===== config.mk =====
export PLATFORM = sky130hd
export DESIGN_NAME = bootmap_decoder
export DESIGN_NICKNAME = d
export VERILOG_FILES = /design/src/rtl/bootmap_pkg.sv /design/src/rtl/bootmap_region_table.sv /design/src/rtl/bootmap_overlay_reg.sv /design/src/rtl/bootmap_mem_steer.sv /design/src/rtl/bootmap_io_decode.sv /design/src/rtl/bootmap_decoder.sv
export SDC_FILE = /design/constraint.sdc
export NUM_CORES = 1
export LEC_CHECK = 0
export BUFFER_PORTS_ARGS = -buffer_cell sky130_fd_sc_hd__buf_2
export CAP_MARGIN = 20
export CORE_MARGIN = 8
export CORE_UTILIZATION = 30
export DETAILED_ROUTE_END_ITERATION = 10
export PLACE_DENSITY = 0.91
export RECOVER_POWER = 25
export SYNTH_ARGS = -nofsm -noshare
export SYNTH_HDL_FRONTEND = slang
export SYNTH_SLANG_ARGS = --single-unit

===== constraint.sdc =====
create_clock -name clk -period 3.9 [get_ports clk]
set_input_delay 0.195 -clock clk [delete_from_list [all_inputs] [get_ports clk]]
set_output_delay 0.195 -clock clk [all_outputs]
set_load 0.005 [all_outputs]

===== src/rtl/bootmap_pkg.sv =====
`timescale 1ns/1ps
// Shared types for the boot-overlay address decoder.
// Assumes at most three kinds of memory target per region.
package bootmap_pkg;

    typedef enum logic [1:0] {
        TGT_NONE = 2'd0,
        TGT_RAM  = 2'd1,
        TGT_ROM  = 2'd2
    } target_e;

    typedef struct packed {
        target_e tgt;
        logic    rd_ok;
        logic    wr_ok;
    } region_t;

    localparam region_t REGION_EMPTY = '{tgt: TGT_NONE, rd_ok: 1'b0, wr_ok: 1'b0};
    localparam region_t REGION_RAM   = '{tgt: TGT_RAM,  rd_ok: 1'b1, wr_ok: 1'b1};
    localparam region_t REGION_ROM   = '{tgt: TGT_ROM,  rd_ok: 1'b1, wr_ok: 1'b0};

endpackage


===== src/rtl/bootmap_region_table.sv =====
`timescale 1ns/1ps
// Region table: one entry per address slice, giving target and permits.
// Assumes the overlay slices are the lowest ones and the fixed ROM slices
// are the highest ones; every other slice has no permits.
module bootmap_region_table
    import bootmap_pkg::*;
#(
    parameter int NREG        = 64,
    parameter int OVL_REGIONS = 2,
    parameter int ROM_FIRST   = 63,
    parameter int IDX_W       = $clog2(NREG)
) (
    input  logic             overlay,
    input  logic [IDX_W-1:0] idx,
    output region_t          entry
);

    region_t map [NREG];

    // Build each slice's entry; the overlay slices follow the overlay flag.
    for (genvar g = 0; g < NREG; g++) begin : g_region
        if (g < OVL_REGIONS) begin : g_ovl
            assign map[g] = overlay ? REGION_ROM : REGION_RAM;
        end else if (g >= ROM_FIRST) begin : g_rom
            assign map[g] = REGION_ROM;
        end else begin : g_empty
            assign map[g] = REGION_EMPTY;
        end
    end

    // Look up the slice addressed by the current cycle.
    assign entry = map[idx];

endmodule


===== src/rtl/bootmap_overlay_reg.sv =====
`timescale 1ns/1ps
// Holds the boot overlay flag and the LED bit from the peripheral port.
// Assumes the port strobe is a single-cycle pulse; reset restores the overlay.
module bootmap_overlay_reg (
    input  logic       clk,
    input  logic       rst_n,
    input  logic       port_we,
    input  logic [1:0] port_bits,
    output logic       overlay_q,
    output logic       led_on
);

    logic led_n_q;

    // Capture overlay and LED bits on each port update.
    always_ff @(posedge clk) begin
        if (!rst_n) begin
            overlay_q <= 1'b1;
            led_n_q   <= 1'b1;
        end else if (port_we) begin
            overlay_q <= port_bits[0];
            led_n_q   <= port_bits[1];
        end
    end

    assign led_on = ~led_n_q;

    // the overlay follows the port bit one cycle after the strobe.
    p_overlay_follow_r5: assert property (@(posedge clk) disable iff (!rst_n)
        port_we |=> (overlay_q == $past(port_bits[0])) && (led_on == !$past(port_bits[1])));

    // leaving reset, the overlay is on and the LED is dark.
    p_reset_state_r2: assert property (@(posedge clk)
        $rose(rst_n) |-> (overlay_q && !led_on));

endmodule


===== src/rtl/bootmap_mem_steer.sv =====
`timescale 1ns/1ps
// Turns a region entry into RAM/ROM selects, permitted enables and an offset.
// Assumes the fixed high ROM span is no wider than the overlay span.
module bootmap_mem_steer
    import bootmap_pkg::*;
#(
    parameter int MEM_AW       = 19,
    parameter int HI_SPAN_BITS = 18
) (
    input  logic              valid,
    input  logic              rd,
    input  region_t           entry,
    input  logic              is_high,
    input  logic [MEM_AW-1:0] addr_lo,
    output logic              sel_ram,
    output logic              sel_rom,
    output logic              mem_rd_en,
    output logic              mem_wr_en,
    output logic [MEM_AW-1:0] mem_addr
);

    // Target selects and permission-gated enables.
    always_comb begin
        sel_ram   = valid && (entry.tgt == TGT_RAM);
        sel_rom   = valid && (entry.tgt == TGT_ROM);
        mem_rd_en = valid && rd && entry.rd_ok;
        mem_wr_en = valid && !rd && entry.wr_ok;
    end

    // Offset inside the selected memory; the high ROM span is rebased to zero.
    always_comb begin
        if (!(sel_ram || sel_rom)) begin
            mem_addr = '0;
        end else if (is_high) begin
            mem_addr = {{(MEM_AW-HI_SPAN_BITS){1'b0}}, addr_lo[HI_SPAN_BITS-1:0]};
        end else begin
            mem_addr = addr_lo;
        end
    end

endmodule


===== src/rtl/bootmap_io_decode.sv =====
`timescale 1ns/1ps
// Decodes the no-permit slices into peripheral, custom window and open bus,
// and forms the merged read word. Assumes a two-lane data bus.
module bootmap_io_decode #(
    parameter int                ADDR_W       = 24,
    parameter int                DATA_W       = 16,
    parameter int                IDX_W        = 12,
    parameter int                PREG_W       = 4,
    parameter int                PREG_LSB     = 8,
    parameter int                SEL_A_BIT    = 12,
    parameter int                SEL_B_BIT    = 13,
    parameter logic [ADDR_W-1:0] PERIPH_MASK  = 24'hE0_0000,
    parameter logic [ADDR_W-1:0] PERIPH_MATCH = 24'hA0_0000,
    parameter logic [ADDR_W-1:0] CUSTOM_LO    = 24'hDF_F000,
    parameter logic [ADDR_W-1:0] CUSTOM_HI    = 24'hDF_F1BE,
    parameter logic [IDX_W-1:0]  IDX_MASK     = 12'hFFE,
    parameter int                LANE_W       = DATA_W / 2
) (
    input  logic              valid,
    input  logic              rd,
    input  logic              no_map,
    input  logic [ADDR_W-1:0] addr,
    input  logic [LANE_W-1:0] per_a_rdata,
    input  logic [LANE_W-1:0] per_b_rdata,
    output logic              sel_per_a,
    output logic              sel_per_b,
    output logic [PREG_W-1:0] per_reg,
    output logic              sel_custom,
    output logic [IDX_W-1:0]  reg_index,
    output logic              sel_open,
    output logic [DATA_W-1:0] io_rdata
);

    logic periph_hit;
    logic custom_hit;

    // Classify the no-permit access in priority order.
    always_comb begin
        periph_hit = valid && no_map && ((addr & PERIPH_MASK) == PERIPH_MATCH);
        custom_hit = valid && no_map && !periph_hit &&
                     (addr >= CUSTOM_LO) && (addr <= CUSTOM_HI);
        sel_open   = valid && no_map && !periph_hit && !custom_hit;
        sel_custom = custom_hit;
    end

    // Active-low chip-select bits pick the peripherals on their lanes.
    always_comb begin
        sel_per_a = periph_hit && !addr[SEL_A_BIT];
        sel_per_b = periph_hit && !addr[SEL_B_BIT];
        per_reg   = periph_hit ? addr[PREG_LSB +: PREG_W] : '0;
        reg_index = custom_hit ? (addr[IDX_W-1:0] & IDX_MASK) : '0;
    end

    // Merge read bytes over an all-ones word; unselected lanes float high.
    always_comb begin
        io_rdata = '1;
        if (rd && sel_per_a) io_rdata[LANE_W-1:0]      = per_a_rdata;
        if (rd && sel_per_b) io_rdata[DATA_W-1:LANE_W] = per_b_rdata;
    end

endmodule


===== src/rtl/bootmap_decoder.sv =====
`timescale 1ns/1ps
// Top of the boot-overlay bus address decoder. Selects are combinational
// from the address; only the overlay and LED bits are state.
// Assumes one bus cycle per clock and a synchronous active-low reset.
module bootmap_decoder
    import bootmap_pkg::*;
#(
    parameter int  ADDR_W       = 24,
    parameter int  DATA_W       = 16,
    parameter int  REGION_BITS  = 6,
    parameter int  OVL_REGIONS  = 2,
    parameter int  ROM_FIRST    = 63,
    parameter int  IDX_W        = 12,
    parameter int  PREG_W       = 4,
    localparam int NREG         = 1 << REGION_BITS,
    localparam int REGION_SHIFT = ADDR_W - REGION_BITS,
    localparam int MEM_AW       = REGION_SHIFT + $clog2(OVL_REGIONS),
    localparam int HI_SPAN_BITS = REGION_SHIFT + $clog2(NREG - ROM_FIRST),
    localparam int LANE_W       = DATA_W / 2
) (
    input  logic              clk,
    input  logic              rst_n,
    input  logic              bus_valid,
    input  logic              bus_rd,
    input  logic [ADDR_W-1:0] bus_addr,
    input  logic [DATA_W-1:0] bus_wdata,
    input  logic              ctl_port_we,
    input  logic [1:0]        ctl_port_bits,
    input  logic [LANE_W-1:0] per_a_rdata,
    input  logic [LANE_W-1:0] per_b_rdata,
    output logic              sel_ram,
    output logic              sel_rom,
    output logic              mem_rd_en,
    output logic              mem_wr_en,
    output logic [MEM_AW-1:0] mem_addr,
    output logic              sel_per_a,
    output logic              sel_per_b,
    output logic [PREG_W-1:0] per_reg,
    output logic [LANE_W-1:0] per_a_wdata,
    output logic [LANE_W-1:0] per_b_wdata,
    output logic              sel_custom,
    output logic [IDX_W-1:0]  reg_index,
    output logic              sel_open,
    output logic [DATA_W-1:0] io_rdata,
    output logic              overlay_on,
    output logic              led_on
);

    logic [REGION_BITS-1:0] region_idx;
    region_t                entry;
    logic                   is_high;
    logic                   no_map;

    // Region number and derived flags for this cycle.
    always_comb begin
        region_idx = bus_addr[ADDR_W-1 -: REGION_BITS];
        is_high    = int'(region_idx) >= ROM_FIRST;
        no_map     = (entry.tgt == TGT_NONE);
    end

    bootmap_overlay_reg u_overlay (
        .clk       (clk),
        .rst_n     (rst_n),
        .port_we   (ctl_port_we),
        .port_bits (ctl_port_bits),
        .overlay_q (overlay_on),
        .led_on    (led_on)
    );

    bootmap_region_table #(
        .NREG        (NREG),
        .OVL_REGIONS (OVL_REGIONS),
        .ROM_FIRST   (ROM_FIRST),
        .IDX_W       (REGION_BITS)
    ) u_table (
        .overlay (overlay_on),
        .idx     (region_idx),
        .entry   (entry)
    );

    bootmap_mem_steer #(
        .MEM_AW       (MEM_AW),
        .HI_SPAN_BITS (HI_SPAN_BITS)
    ) u_mem (
        .valid     (bus_valid),
        .rd        (bus_rd),
        .entry     (entry),
        .is_high   (is_high),
        .addr_lo   (bus_addr[MEM_AW-1:0]),
        .sel_ram   (sel_ram),
        .sel_rom   (sel_rom),
        .mem_rd_en (mem_rd_en),
        .mem_wr_en (mem_wr_en),
        .mem_addr  (mem_addr)
    );

    bootmap_io_decode #(
        .ADDR_W (ADDR_W),
        .DATA_W (DATA_W),
        .IDX_W  (IDX_W),
        .PREG_W (PREG_W)
    ) u_io (
        .valid       (bus_valid),
        .rd          (bus_rd),
        .no_map      (no_map),
        .addr        (bus_addr),
        .per_a_rdata (per_a_rdata),
        .per_b_rdata (per_b_rdata),
        .sel_per_a   (sel_per_a),
        .sel_per_b   (sel_per_b),
        .per_reg     (per_reg),
        .sel_custom  (sel_custom),
        .reg_index   (reg_index),
        .sel_open    (sel_open),
        .io_rdata    (io_rdata)
    );

    // Byte-lane steering of write data to the two peripherals.
    assign per_a_wdata = bus_wdata[LANE_W-1:0];
    assign per_b_wdata = bus_wdata[DATA_W-1:LANE_W];

    // at most one target class answers a cycle.
    p_one_target_r1: assert property (@(posedge clk) disable iff (!rst_n)
        $onehot0({sel_ram, sel_rom, sel_custom, sel_open, (sel_per_a | sel_per_b)}));

    // an idle bus selects nothing.
    p_idle_quiet_r11: assert property (@(posedge clk) disable iff (!rst_n)
        !bus_valid |-> !(sel_ram | sel_rom | sel_per_a | sel_per_b | sel_custom |
                         sel_open | mem_rd_en | mem_wr_en));

    // the top slice is always read-only ROM.
    p_rom_high_r4: assert property (@(posedge clk) disable iff (!rst_n)
        (bus_valid && (&bus_addr[ADDR_W-1 -: REGION_BITS])) |-> (sel_rom && !mem_wr_en));

    // the low range follows the registered overlay flag.
    p_low_follows_overlay_r3: assert property (@(posedge clk) disable iff (!rst_n)
        (bus_valid && (bus_addr[ADDR_W-1:MEM_AW] == '0)) |->
            (overlay_on ? (sel_rom && !mem_wr_en) : sel_ram));

    // each peripheral select agrees with its active-low address bit.
    p_lane_bits_r7: assert property (@(posedge clk) disable iff (!rst_n)
        (sel_per_a |-> !bus_addr[12]) and (sel_per_b |-> !bus_addr[13]));

    // open bus reads all ones.
    p_open_ones_r10: assert property (@(posedge clk) disable iff (!rst_n)
        sel_open |-> (io_rdata == '1));

    // ROM is never written.
    p_rom_no_write_r12: assert property (@(posedge clk) disable iff (!rst_n)
        sel_rom |-> !mem_wr_en);

endmodule


* Yosys cells after proc, flatten, opt, wreduce, memory -nomap -nowiden *
Index checks and enable logic that the tools add are counted.

word-level totals
  ROM bits = 0
  memory bits (writable) = 0
  output and inout bits = 77
  input port bits = 63
  logic and storage cells = 44
  register bits after elaboration = 2
  memories = 0
  latch bits = 0

operators by class
  $add $sub $neg = 0
  shift-type cells = 0
  reduce and logical (&&, ||, !) cells = 23
  divide/modulo/power cells = 0
  eq/ne operators = 3
  bitwise logic cells = 2
  mux-type cells = 10
  magnitude comparators = 4
  multiply operators = 0

operator list
  operator                number
  $mux W19                2
  $bmux W4 S6             1
  $ge A24 B24 Y1 const B  1
  $le A24 B24 Y1 const B  1
  $logic_and A1 B1 Y1     16
  $mux W4                 4
  $mux W8                 2
  $mux W12                1
  $ge A7 B7 Y1 const B    1
  $not A6 Y7              1
  $ge A6 B6 Y1 const B    1
  $logic_not A1 Y1        5
  $eq A3 B3 Y1 const B    1
  $eq A2 B1 Y1 const B    1
  $eq A2 B2 Y1 const B    1
  $logic_not A2 Y1        1
  $logic_or A1 B1 Y1      1
  $not A1 Y1              1

* Logic depth before layout (Yosys ltp) *
Gate-level depths: netlist of the first run.

  depth in word-level cells = 13
  depth in mapped cells = 5
  mapped depth without buffers = 4

* Hierarchy *
From an unflattened synthesis of the first run, not the netlist that was laid out.

unflattened totals
  cell total of the unflattened synthesis = 120
  area, all modules = 834.6 um^2

modules (own cells, without submodules)
  module                instances  area an instance (um^2)  seq. area each (um^2)  cells each
  bootmap_io_decode     1          370.4                    0.0                    56
  bootmap_mem_steer     1          200.2                    0.0                    28
  bootmap_decoder       1          137.6                    0.0                    20
  bootmap_overlay_reg   1          68.8                     40.0                   7
  bootmap_region_table  1          57.6                     0.0                    9

* Least setup slack after synthesis of the first run *
No wires, ideal clock.

  path type = in2out
  start point = input bus_addr[22]
  end point = output sel_open
  stages = 5
  data arrival time = 1.356 ns
  path buffers = 1
  required time = 3.705 ns
  setup slack = 2.349 ns
  path through = or4_4 -> o22a_4 -> buf_4 -> and2_1 -> o211a_1

on the way
  word-level cells in the longest chain between the ends = 13
  elaborated cells between the ends (all ways) = 16
  those cells by class = order compare: 2; eq/ne: 1; mux: 3; bitwise: 1; reduce/logical: 9

ends and longest elaborated chain
  element                                     RTL line                                                                   RTL
  start, declared                             bootmap_decoder.sv:25                                                      input logic [ADDR_W-1:0] bus_addr,
  $not A6 Y7 (implied by the code)            bootmap_region_table.sv:32                                                 assign entry = map[idx];
  $bmux W4 S6                                 bootmap_region_table.sv:32
  $mux W4 (implied by the code) (2 in a row)  bootmap_region_table.sv:32
  $logic_not A2 Y1                            bootmap_decoder.sv:58                                                      no_map = (entry.tgt == TGT_NONE);
  $logic_and A1 B1 Y1                         bootmap_io_decode.sv:39, bootmap_io_decode.sv:40, bootmap_io_decode.sv:42
  $logic_and A1 B1 Y1                         bootmap_io_decode.sv:39                                                    periph_hit = valid && no_map && ((addr & PERIPH_MASK) == PERIPH_MATCH);
  $logic_not A1 Y1                            bootmap_io_decode.sv:40, bootmap_io_decode.sv:42
  $logic_and A1 B1 Y1                         bootmap_io_decode.sv:40, bootmap_io_decode.sv:42
  $logic_and A1 B1 Y1                         bootmap_io_decode.sv:40                                                    custom_hit = valid && no_map && !periph_hit &&
  $logic_and A1 B1 Y1                         bootmap_io_decode.sv:41                                                    (addr >= CUSTOM_LO) && (addr <= CUSTOM_HI);
  $logic_not A1 Y1                            bootmap_io_decode.sv:42                                                    sel_open = valid && no_map && !periph_hit && !custom_hit;
  $logic_and A1 B1 Y1 (*)                     bootmap_io_decode.sv:42
  end, declared                               bootmap_decoder.sv:43                                                      output logic sel_open,

Every way passes the cells marked *; elsewhere a longest branch is shown, timed or not. The select of a mux whose other input is x is not followed.

* Worst setup path in the final report of the first run *
  start point = input bus_addr[22]
  end point = output mem_rd_en

on the way
  word-level cells in the longest chain between the ends = 5

ends and longest elaborated chain
  element                                     RTL line                    RTL
  $not A6 Y7 (implied by the code)            bootmap_region_table.sv:32
  $bmux W4 S6                                 bootmap_region_table.sv:32
  $mux W4 (implied by the code) (2 in a row)  bootmap_region_table.sv:32
  $logic_and A1 B1 Y1                         bootmap_mem_steer.sv:26     mem_rd_en = valid && rd && entry.rd_ok;
  end, declared                               bootmap_decoder.sv:33       output logic mem_rd_en,

Every way passes these cells. The select of a mux whose other input is x is not followed.

==> results of run 1 <==
==> Yosys cell counts <==
cell type | count | area, um2
o31ai_2 | 1 | 12.5
o211a_1 | 2 | 20.0
nor2b_1 | 3 | 18.8
nand4_1 | 12 | 75.1
and3_1 | 4 | 25.0
and3b_1 | 1 | 8.76
and4_1 | 1 | 8.76
conb_1 | 1 | 3.75
buf_6 | 1 | 11.3
dfxtp_1 | 2 | 40.0
buf_4 | 22 | 165
nand3_1 | 3 | 15.0
nand2_1 | 5 | 18.8
nor3b_2 | 2 | 25.0
o211ai_1 | 1 | 7.51
clkbuf_1 | 1 | 3.75
nand4b_1 | 2 | 17.5
nor2b_4 | 1 | 13.8
a21oi_1 | 9 | 45.0
o22a_4 | 1 | 17.5
or3_1 | 1 | 6.26
nor2_1 | 3 | 11.3
nand2b_1 | 16 | 100
and2_1 | 21 | 131
nor3_1 | 3 | 15.0
or4_4 | 1 | 11.3
mux2i_1 | 1 | 10.0
inv_1 | 1 | 3.75
==> worst max-delay path, delay by kind of cell <==
family                 cells  cell delay, ns
AOI/OAI and AO/OA          1            0.29
buffers and inverters      2            0.23
and+or+nand+nor            3            1.08
==> final timing paths <==
path                              end  slack (ns)  cells past startpoint                start
hold reg to reg     u_overlay.led_n_q        0.50                      2    u_overlay.led_n_q
hold / removal    u_overlay.overlay_q        0.15                      2                rst_n
setup / recovery            mem_rd_en        1.91                      6         bus_addr[22]
setup reg to reg  u_overlay.overlay_q        3.28                      2  u_overlay.overlay_q
==> area by class of cell <==
class                           instances  area (um2)
Clock buffer                            3        22.5
Sequential cell                         2        40.0
Inverter                                1        3.75
Fill cell                             295        1460
Timing Repair Buffer                  103         515
Multi-Input combinational cell         98         629
Tap cell                               31        38.8
==> flip-flops by register name (all words and copies together), names as in the netlist <==
name / count
u_overlay.overlay_q: 1
u_overlay.led_n_q: 1
==> cells in the final DEF, fill, tap and decap left out <==
master | netlist | final
and2_1 | 21 | 21
and4_1 | 1 | 1
and3b_1 | 1 | 1
inv_1 | 1 | 1
or3_1 | 1 | 1
conb_1 | 1 | 4
o211a_1 | 2 | 2
nor2_1 | 3 | 3
nor2b_4 | 1 | 1
a21oi_1 | 9 | 9
clkbuf_4 | 0 | 3
nand3_1 | 3 | 3
or4_4 | 1 | 1
nand2b_1 | 16 | 16
nand4b_1 | 2 | 2
o31ai_2 | 1 | 1
dfxtp_1 | 2 | 2
nor3b_2 | 2 | 2
and3_1 | 4 | 4
nor2b_1 | 3 | 3
nor3_1 | 3 | 3
nand4_1 | 12 | 12
o22a_4 | 1 | 1
o211ai_1 | 1 | 1
nand2_1 | 5 | 5
mux2i_1 | 1 | 1
buf_2 | 0 | 103
==> layer usage <==
metal / vias to the layer above / part of all wire, % / track usage [%]
met5: - / 0 / 0
met4: 0 / 0.28 / 2.76
met3: 4 / 9.7 / 3.23
met2: 56 / 52 / 25.7
met1: 515 / 38 / 14.4
li1: 579 / - / -
==> power by group through the flow <==
stage                     clock [mW]  combinational [mW]  sequential, mW
after floorplan                    0              0.0396          0.0228
after global placement             0              0.0605          0.0231
after detailed placement           0              0.0619          0.0231
after CTS                     0.0478              0.0620          0.0228
after global routing          0.0485              0.0681          0.0230
final                         0.0457              0.0618          0.0228
==> stage by stage <==
step,setup WS [ns],instances
after floorplan,2.35,125
after global placement,1.93,235
after detailed placement,1.91,235
after CTS,1.90,238
after global routing,1.81,238
final,1.91,238
==> cells by family (layout without fill, tap and decap cells) <==
logic type,after synthesis,in the layout,share of synthesized area [%]
other,1,4,0.445
muxes,1,1,1.19
DFF,2,2,4.76
AOI/OAI and AO/OA,14,14,12.2
and+or+nand+nor,79,79,59.6
buffers and inverters,25,107,21.8
==> summary.md, run 1 <==
| Metric | Value |
|---|---|
| TritonRoute pass-1 iters | 4 |
| PwrDens | 104 mW/mm2 |
| HP Class | in2reg |
| Fin crit share | 51.1% |
| Total power | 130 uW |
| Final Hold Fails | 0 |
| Total CTS buffers | 3 |
| Root buffer cell | clkbuf_4 |
| DRC | 0 |
| Cell repeated most along the worst path | buf_2 |
| Vias in the first global route | 1,157 |
| GP Congestion | 0.812 |
| Clock buffer depth | 2 |
| Later-pin clock latency in the skew report | 0.22 ns |
| Largest net degree at the start of global routing | 22 |
| Sw power | 42.8 uW |
| Post-CTS Setup Inserts | 0 |
| Io pins | 140 |
| Worst clock skew | 0 ns |
| F_max | 502 MHz |
| Ys Warns | 0 |
| Total Routed Length | 3530 um |
| Final critical-path required period | 1.99 ns |
| RSZ-0062 raised after global routing | no |
| Die ar. | 0.00476 mm2 |
| Register share of total power | 17.5% |
| H-tree levels | 1 |
| Die width | 69.0 um |
| Post-route ant nets | 0 |
| First-pass GRT wire length | 5140 um |
| Post-route setup TNS | 0 ns |
| Layout cells sized above 1 | 54.1% |
| PostCTS Resize Cnt | 0 |
| Switching Share | 32.9% |
| Core area | 0.00271 mm2 |
| Pint | 87.4 uW |
| CP Launch Type | input port |
| Status | finished clean |
| # nets final | 272 |
| Clk sinks | 2 |
| Comb pwr share | 47.4% |
| Yosys cell types | 28 |
| Antenna violations before repair | 0 |
| Post-synthesis cell area | 842 um2 |
| All-Layer GR Usage | 13.4% |
| Cell area after layout | 0.00125 mm2 |
| Layout area overhead | 48.4% |
| Crit path largest cell delay | 0.54 ns |
| Crit end category | output port |
| Placed inst area | 0.00123 mm2 |
| Yosys reg bits | 2 |
| Clock network fraction of total power | 35.1% |
| Clock slew at reported path FFs | 0.03 ns |
| Max-capacitance violation count | 0 |
| Drt wl/cell | 14.8 um |
| CP max FO | 21 |
| Hold slack | 0.151 ns |
| DR vias/cell | 4.85 |
| Post-CTS Hold Fix Bufs | 0 |
| Setup violators final | 0 |
| Fin util | 46.1% |
| Critical Path AT | 1.80 ns |
| CTS tree | yes |
| Initial Util | 31.1% |
| Maximum vdd drop | 0.0000874 V |
| Actual slew at the worst max-slew pin | 0.591 ns |
| Port bufs | 103 |
| Required time of the critical path | 3.70 ns |
| CP max stage cell | or4_4 |
| # rows | 19 |
| GRT overflow | 0 |
| Die H | 69.0 um |
| Crit path kind | in2out |
| Crit path cell chain | buf_2, or4_4, o22a_4, nor2b_4, and2_1, buf_2 |
| DR vias | 1,154 |
| Seq/Total Area, Yosys | 4.75% |
| Number of antenna cells inserted | 0 |
| Cells after Synth | 122 |
| DP HPWL | 3080 um |
| Static Leak | 0.686 nW |
| Max-slew violations | 0 |
| Initial DRC Count | 31 |
| Max-slew headroom | 60.5% |
| Synthesized area per cell | 6.90 um2 |
Note: power is estimated with default switching activity, not from simulation.
==> run 2: changes to the inputs <==
Settings changed: CORE_UTILIZATION 30 to 28, PLACE_DENSITY 0.91 to 0.86.
Clock period 3.9 ns to 2.05 ns, I/O delays scaled along.
==> run 2 against run 1 <==
Worst setup slack worse by 1.7 ns; cell count up 0.84%; clock skew unchanged; sequential share of layout area about the same; die area up 5.5%; total power up 92%; first-iteration DRC count up 23%; utilization down 3.7 points; clock power up 93%; count of clock-buffer cells in the layout unchanged; critical path type unchanged; largest cell class unchanged; largest power group unchanged; highest routed layer unchanged.
==> summary.md, run 2 (synthesis results as in run 1) <==
| Metric | Value |
|---|---|
| Die H | 70.8 um (+2.7%) |
| Initial DRC Count | 38 (+23%) |
| TritonRoute pass-1 iters | 4 (unchanged) |
| Crit end category | output port |
| Max-capacitance violation count | 0 (unchanged) |
| Root buffer cell | clkbuf_4 |
| Layout Cells excl Fill | 240 (+0.84%) |
| GRT overflow | 0 (unchanged) |
| Max-slew violations | 0 (unchanged) |
| Number of antenna cells inserted | 0 (unchanged) |
| DR vias | 1,174 (+1.7%) |
| Actual slew at the worst max-slew pin | 0.591 ns (+0.000224 ns) |
| Max-slew headroom | 60.5% (about the same) |
| PostCTS Resize Cnt | 0 (unchanged) |
| Commonest non-fill, non-tap cell in the layout | buf_2 |
| Total CTS buffers | 3 (unchanged) |
| Clock buffer depth | 2 (unchanged) |
| All-Layer GR Usage | 13.4% (+0.026 points) |
| Final critical-path required period | 1.80 ns |
| Die width | 70.8 um (+2.7%) |
| Register area | 40.0 um2 (unchanged) |
| First-pass GRT wire length | 5730 um (+12%) |
| Static Leak | 0.686 nW (unchanged) |
| Status | finished clean |
| Clk sinks | 2 (unchanged) |
| DR vias/cell | 4.89 (+0.89%) |
| RSZ-0062 raised after global routing | no |
| DP Cell Count | 237 (+0.85%) |
| Crit path kind | in2out |
| # rows | 20 (+1) |
| Total Routed Length | 3630 um (+2.9%) |
| Drt wl/cell | 15.1 um (+2.0%) |
| DRC | 0 (unchanged) |
| Required time of the critical path | 1.95 ns (-1.75 ns) |
| Io pins | 140 (unchanged) |
| Maximum vdd drop | 0.0000733 V (-16%) |
| Post-route ant nets | 0 (unchanged) |
| Layout cells sized above 1 | 54.1% (unchanged) |
| # nets final | 272 (unchanged) |
| Total power | 250 uW (+92%) |
| Area of the multi-input gates | 629 um2 (unchanged) |
| Die ar. | 0.00502 mm2 (+5.5%) |
| Post-route setup TNS | 0 ns (unchanged) |
| Critical Path AT | 1.70 ns (-0.10 ns) |
| Largest net degree at the start of global routing | 22 (unchanged) |
| CP Launch Type | input port |
| Filler cell count in the final layout | 317 (+7.5%) |
| Port bufs | 103 (unchanged) |
| Antenna violations before repair | 0 (unchanged) |
| PwrDens | 200 mW/mm2 (+92%) |
| HP Class | in2reg |
| Setup violators final | 0 (unchanged) |
| Core area | 0.00295 mm2 (+9.0%) |
| Vias in the first global route | 1,171 (+1.2%) |
| DP HPWL | 3150 um (+2.3%) |
| Post-CTS Setup Inserts | 0 (unchanged) |
| Fin crit share | 87.8% |
| Layout area overhead | 48.7% |
| Clock slew at reported path FFs | 0.03 ns (about the same) |
| Most frequent cells in the layout | buf_2, and2_1, nand2b_1, nand4_1, a21oi_1 |
| H-tree levels | 1 (unchanged) |
| Largest regs | u_overlay.led_n_q x1, u_overlay.overlay_q x1 |
| Initial Util | 28.5% (-2.6 points) |
| Final Hold Fails | 0 (unchanged) |
| Post-CTS Hold Fix Bufs | 0 (unchanged) |
| F_max | 555 MHz |
| Later-pin clock latency in the skew report | 0.22 ns (about the same) |
| CP max FO | 21 (unchanged) |
| GP Congestion | 0.778 (-4.2%) |
| CTS tree | yes |
| Worst clock skew | 0 ns (unchanged) |
[run 2: cell counts in the layout (fill, tap and decap cells not counted)]
No cell type changed its count.
[run 2: stage by stage]
step,hold slack (ns),instance area [um2],worst slack (ns),utilization [%]
4_1_cts,0.0457,1250,0.223,42.4
2_1_floorplan,0.164,853,0.684,-
6_report,0.0548,1250,0.249,42.4
3_5_place_dp,0.205,1230,0.225,41.7
5_1_grt,0.0591,1250,0.144,42.4
3_3_place_gp,0.205,1230,0.260,41.7
[run 2: area by class of cell]
class                      count  area share, %
sequential                     2           3.20
inverter                       1          0.300
tap                           33           3.30
timing repair buffer         103           41.2
multi-input combinational     98           50.2
clock buffer                   3           1.80
[run 2: metal layers]
layer / GRT usage [%] / vias to the layer above / wire [um]
met5: 0 / - / 0
met4: 3.23 / 0 / 15
met3: 3.53 / 4 / 254
met2: 24.4 / 53 / 1930
met1: 15.1 / 540 / 1440
li1: - / 577 / -
[run 2: worst paths after layout]
check,start,to,slack [ns],depth (start not counted)
min reg2reg,u_overlay.led_n_q,u_overlay.led_n_q,0.51,2
min,rst_n,u_overlay.overlay_q,0.05,2
max reg2reg,u_overlay.overlay_q,u_overlay.overlay_q,1.43,2
max,bus_addr[22],mem_addr[18],0.25,6
[run 2: report_power, final]
part / internal, mW / total [mW] / switching [mW] / leakage, nW
sequential: 0.0418 / 0.0433 / 0.00147 / 0.0166
combinational: 0.0600 / 0.119 / 0.0586 / 0.655
clock: 0.0647 / 0.0884 / 0.0237 / 0.0138
[run 2: critical path, cell delays in order]
cell	delay, ns
buf_2	0.12
or4_4	0.54
o22a_4	0.29
nor2b_4	0.33
o211a_1	0.20
buf_2	0.10
==> run 3: changes to the inputs <==
Settings changed: CORE_MARGIN 8 to 5.
==> run 3 against run 2 <==
Cell area unchanged; count of clock-buffer cells in the layout unchanged; hold slack improved by 0.013 ns; first-iteration DRC count decreased by 45%; worst setup slack got worse by 0.029 ns; highest routed layer unchanged; die area decreased by 16%; register-to-register slack about the same; via count decreased by 1.8%; maximum frequency decreased by 1.6%.
==> summary.md, run 3 (synthesis results as in run 1) <==
| Metric | Value |
|---|---|
| Status | finished clean |
| Fin util | 42.1% (-0.36 points) |
| # rows | 20 (unchanged) |
| Antenna violations before repair | 0 (unchanged) |
| Static Leak | 0.686 nW (unchanged) |
| Io pins | 140 (unchanged) |
| GP Congestion | 0.713 (-8.3%) |
| # nets final | 272 (unchanged) |
| Hold Crit Endpoint | u_overlay.overlay_q |
| Die width | 64.8 um (-8.5%) |
| Switching Share | 32.5% (-0.97 points) |
| Final critical-path required period | 1.83 ns (+0.0293 ns) |
| Setup ws final | 0.220 ns (-0.0293 ns) |
| Largest regs | u_overlay.led_n_q x1, u_overlay.overlay_q x1 |
| Initial Util | 28.3% (-0.24 points) |
| First-pass GRT wire length | 4870 um (-15%) |
| Crit path largest cell delay | 0.55 ns (about the same) |
| Max-slew violations | 0 (unchanged) |
| HP Class | in2reg |
| Post-CTS Setup Inserts | 0 (unchanged) |
| Die ar. | 0.00420 mm2 (-16%) |
| F_max | 546 MHz (-1.6%) |
| Number of cells on the worst hold path | 2 (unchanged) |
| Max-slew headroom | 60.3% (-0.24 points) |
| Core area | 0.00298 mm2 (+0.85%) |
| Clk sinks | 2 (unchanged) |
| RSZ-0062 raised after global routing | no |
| R2R depth | 2 (unchanged) |
| Crit end category | output port |
| Layout area overhead | 48.7% (unchanged) |
| Layout cells sized above 1 | 54.1% (unchanged) |
| Post-route setup TNS | 0 ns (unchanged) |
| CP max FO | 21 (unchanged) |
| Maximum vdd drop | 0.0000694 V (-5.3%) |
| Largest net degree at the start of global routing | 22 (unchanged) |
| TritonRoute pass-1 iters | 4 (unchanged) |
| Critical path buffers and inverters | 2 (unchanged) |
| Total power | 246 uW (-1.6%) |
| DP Cell Count | 237 (unchanged) |
| Crit path kind | in2out |
| Port bufs | 103 (unchanged) |
| H-tree levels | 1 (unchanged) |
| Drt wl/cell | 13.2 um (-13%) |
| CP max stage cell | or4_4 |
| Total Routed Length | 3180 um (-13%) |
| CP Launch Type | input port |
| Cell repeated most along the worst path | buf_2 |
| Actual slew at the worst max-slew pin | 0.592 ns (+0.00123 ns) |
| Fin crit share | 89.3% (+1.4 points) |
| All-Layer GR Usage | 14.4% (+0.93 points) |
| Post-route ant nets | 0 (unchanged) |
| Pre-CTS worst setup slack | 0.213 ns (-0.0117 ns) |
| Later-pin clock latency in the skew report | 0.22 ns (about the same) |
| Pint | 166 uW (-0.15%) |
| Clock slew at reported path FFs | 0.03 ns (about the same) |
| DP HPWL | 2740 um (-13%) |
| CTS tree | yes |
| Final Hold Fails | 0 (unchanged) |
| Die H | 64.8 um (-8.5%) |
| Comb pwr share | 47.5% (about the same) |
| PwrDens | 197 mW/mm2 (-1.6%) |
| DRC | 0 (unchanged) |
| PostCTS Resize Cnt | 0 (unchanged) |
| Root buffer cell | clkbuf_4 |
| Worst clock skew | 0 ns (unchanged) |
| Hold path start | rst_n |
| Reg2reg end | u_overlay.overlay_q |
| Commonest non-fill, non-tap cell in the layout | buf_2 |
| Crit path cell chain | buf_2, or4_4, o22a_4, nor2b_4, o211a_1, buf_2 |
| Reg-to-reg startpoint | u_overlay.overlay_q |
| DR vias/cell | 4.80 (-1.8%) |
| Worst path depth | 6 (unchanged) |
| Number of antenna cells inserted | 0 (unchanged) |
| DR vias | 1,153 (-1.8%) |
| Required time of the critical path | 1.95 ns (about the same) |
| GRT overflow | 0 (unchanged) |
| Initial DRC Count | 21 (-45%) |
| Vias in the first global route | 1,104 (-5.7%) |
| Post-CTS Hold Fix Bufs | 0 (unchanged) |
| Clock buffer depth | 2 (unchanged) |
| Register share of total power | 17.6% (+0.3 points) |
| Critical Path AT | 1.73 ns (+0.03 ns) |
| Cell family with most CP delay | simple AND/OR/NAND/NOR gates |
| Setup violators final | 0 (unchanged) |
| Most frequent cells in the layout | buf_2, and2_1, nand2b_1, nand4_1, a21oi_1 |
| Sw power | 80.1 uW (-4.4%) |
| Layout Cells excl Fill | 240 (unchanged) |
| Max-capacitance violation count | 0 (unchanged) |
| R2R Setup Slk | 1.42 ns (about the same) |
| Clock network fraction of total power | 34.9% (-0.4 points) |
| Total CTS buffers | 3 (unchanged) |
## run 3: cell type report
type / count / area, um2
clock buffer: 3 / 22.5
fill: 327 / 1730
inverter: 1 / 3.75
multi-input combinational: 98 / 629
sequential: 2 / 40.0
tap: 33 / 41.3
timing repair buffer: 103 / 515
## run 3: how the worst max path moves through the flow
stage | start | end | slack, ns
2_1_floorplan | bus_addr[22] | sel_open | 0.68
6_report | bus_addr[22] | mem_addr[18] | 0.22
3_3_place_gp | bus_addr[22] | mem_addr[18] | 0.26
4_1_cts | bus_addr[22] | mem_addr[18] | 0.21
5_1_grt | bus_addr[22] | mem_addr[18] | 0.07
3_5_place_dp | bus_addr[22] | mem_addr[18] | 0.21
## run 3: worst register-to-register path: stages (launching register included)
cell	delay [ns]
dfxtp_1	0.33
mux2i_1	0.13
nand2_1	0.06
## run 3: through the flow
step                cell area, um2  hold slack (ns)
floorplan                      853            0.164
detailed placement            1230            0.205
finish                        1250           0.0676
global route                  1250           0.0752
CTS                           1250           0.0587
global placement              1230            0.205
## run 3: layer usage
metal	GRT usage [%]	vias up	share of wire [%]
met5	0	-	0
met4	5.54	0	0.69
met3	2.43	4	8.7
met2	24.6	61	50
met1	17.7	509	41
li1	-	579	-
## run 3: power groups by stage
stage / sequential [mW] / combinational (mW) / clock [mW]
after CTS: 0.0434 / 0.118 / 0.0922
final: 0.0434 / 0.117 / 0.0859
after floorplan: 0.0434 / 0.0754 / 0
after global placement: 0.0441 / 0.115 / 0
after detailed placement: 0.0439 / 0.117 / 0
after global routing: 0.0436 / 0.131 / 0.0923
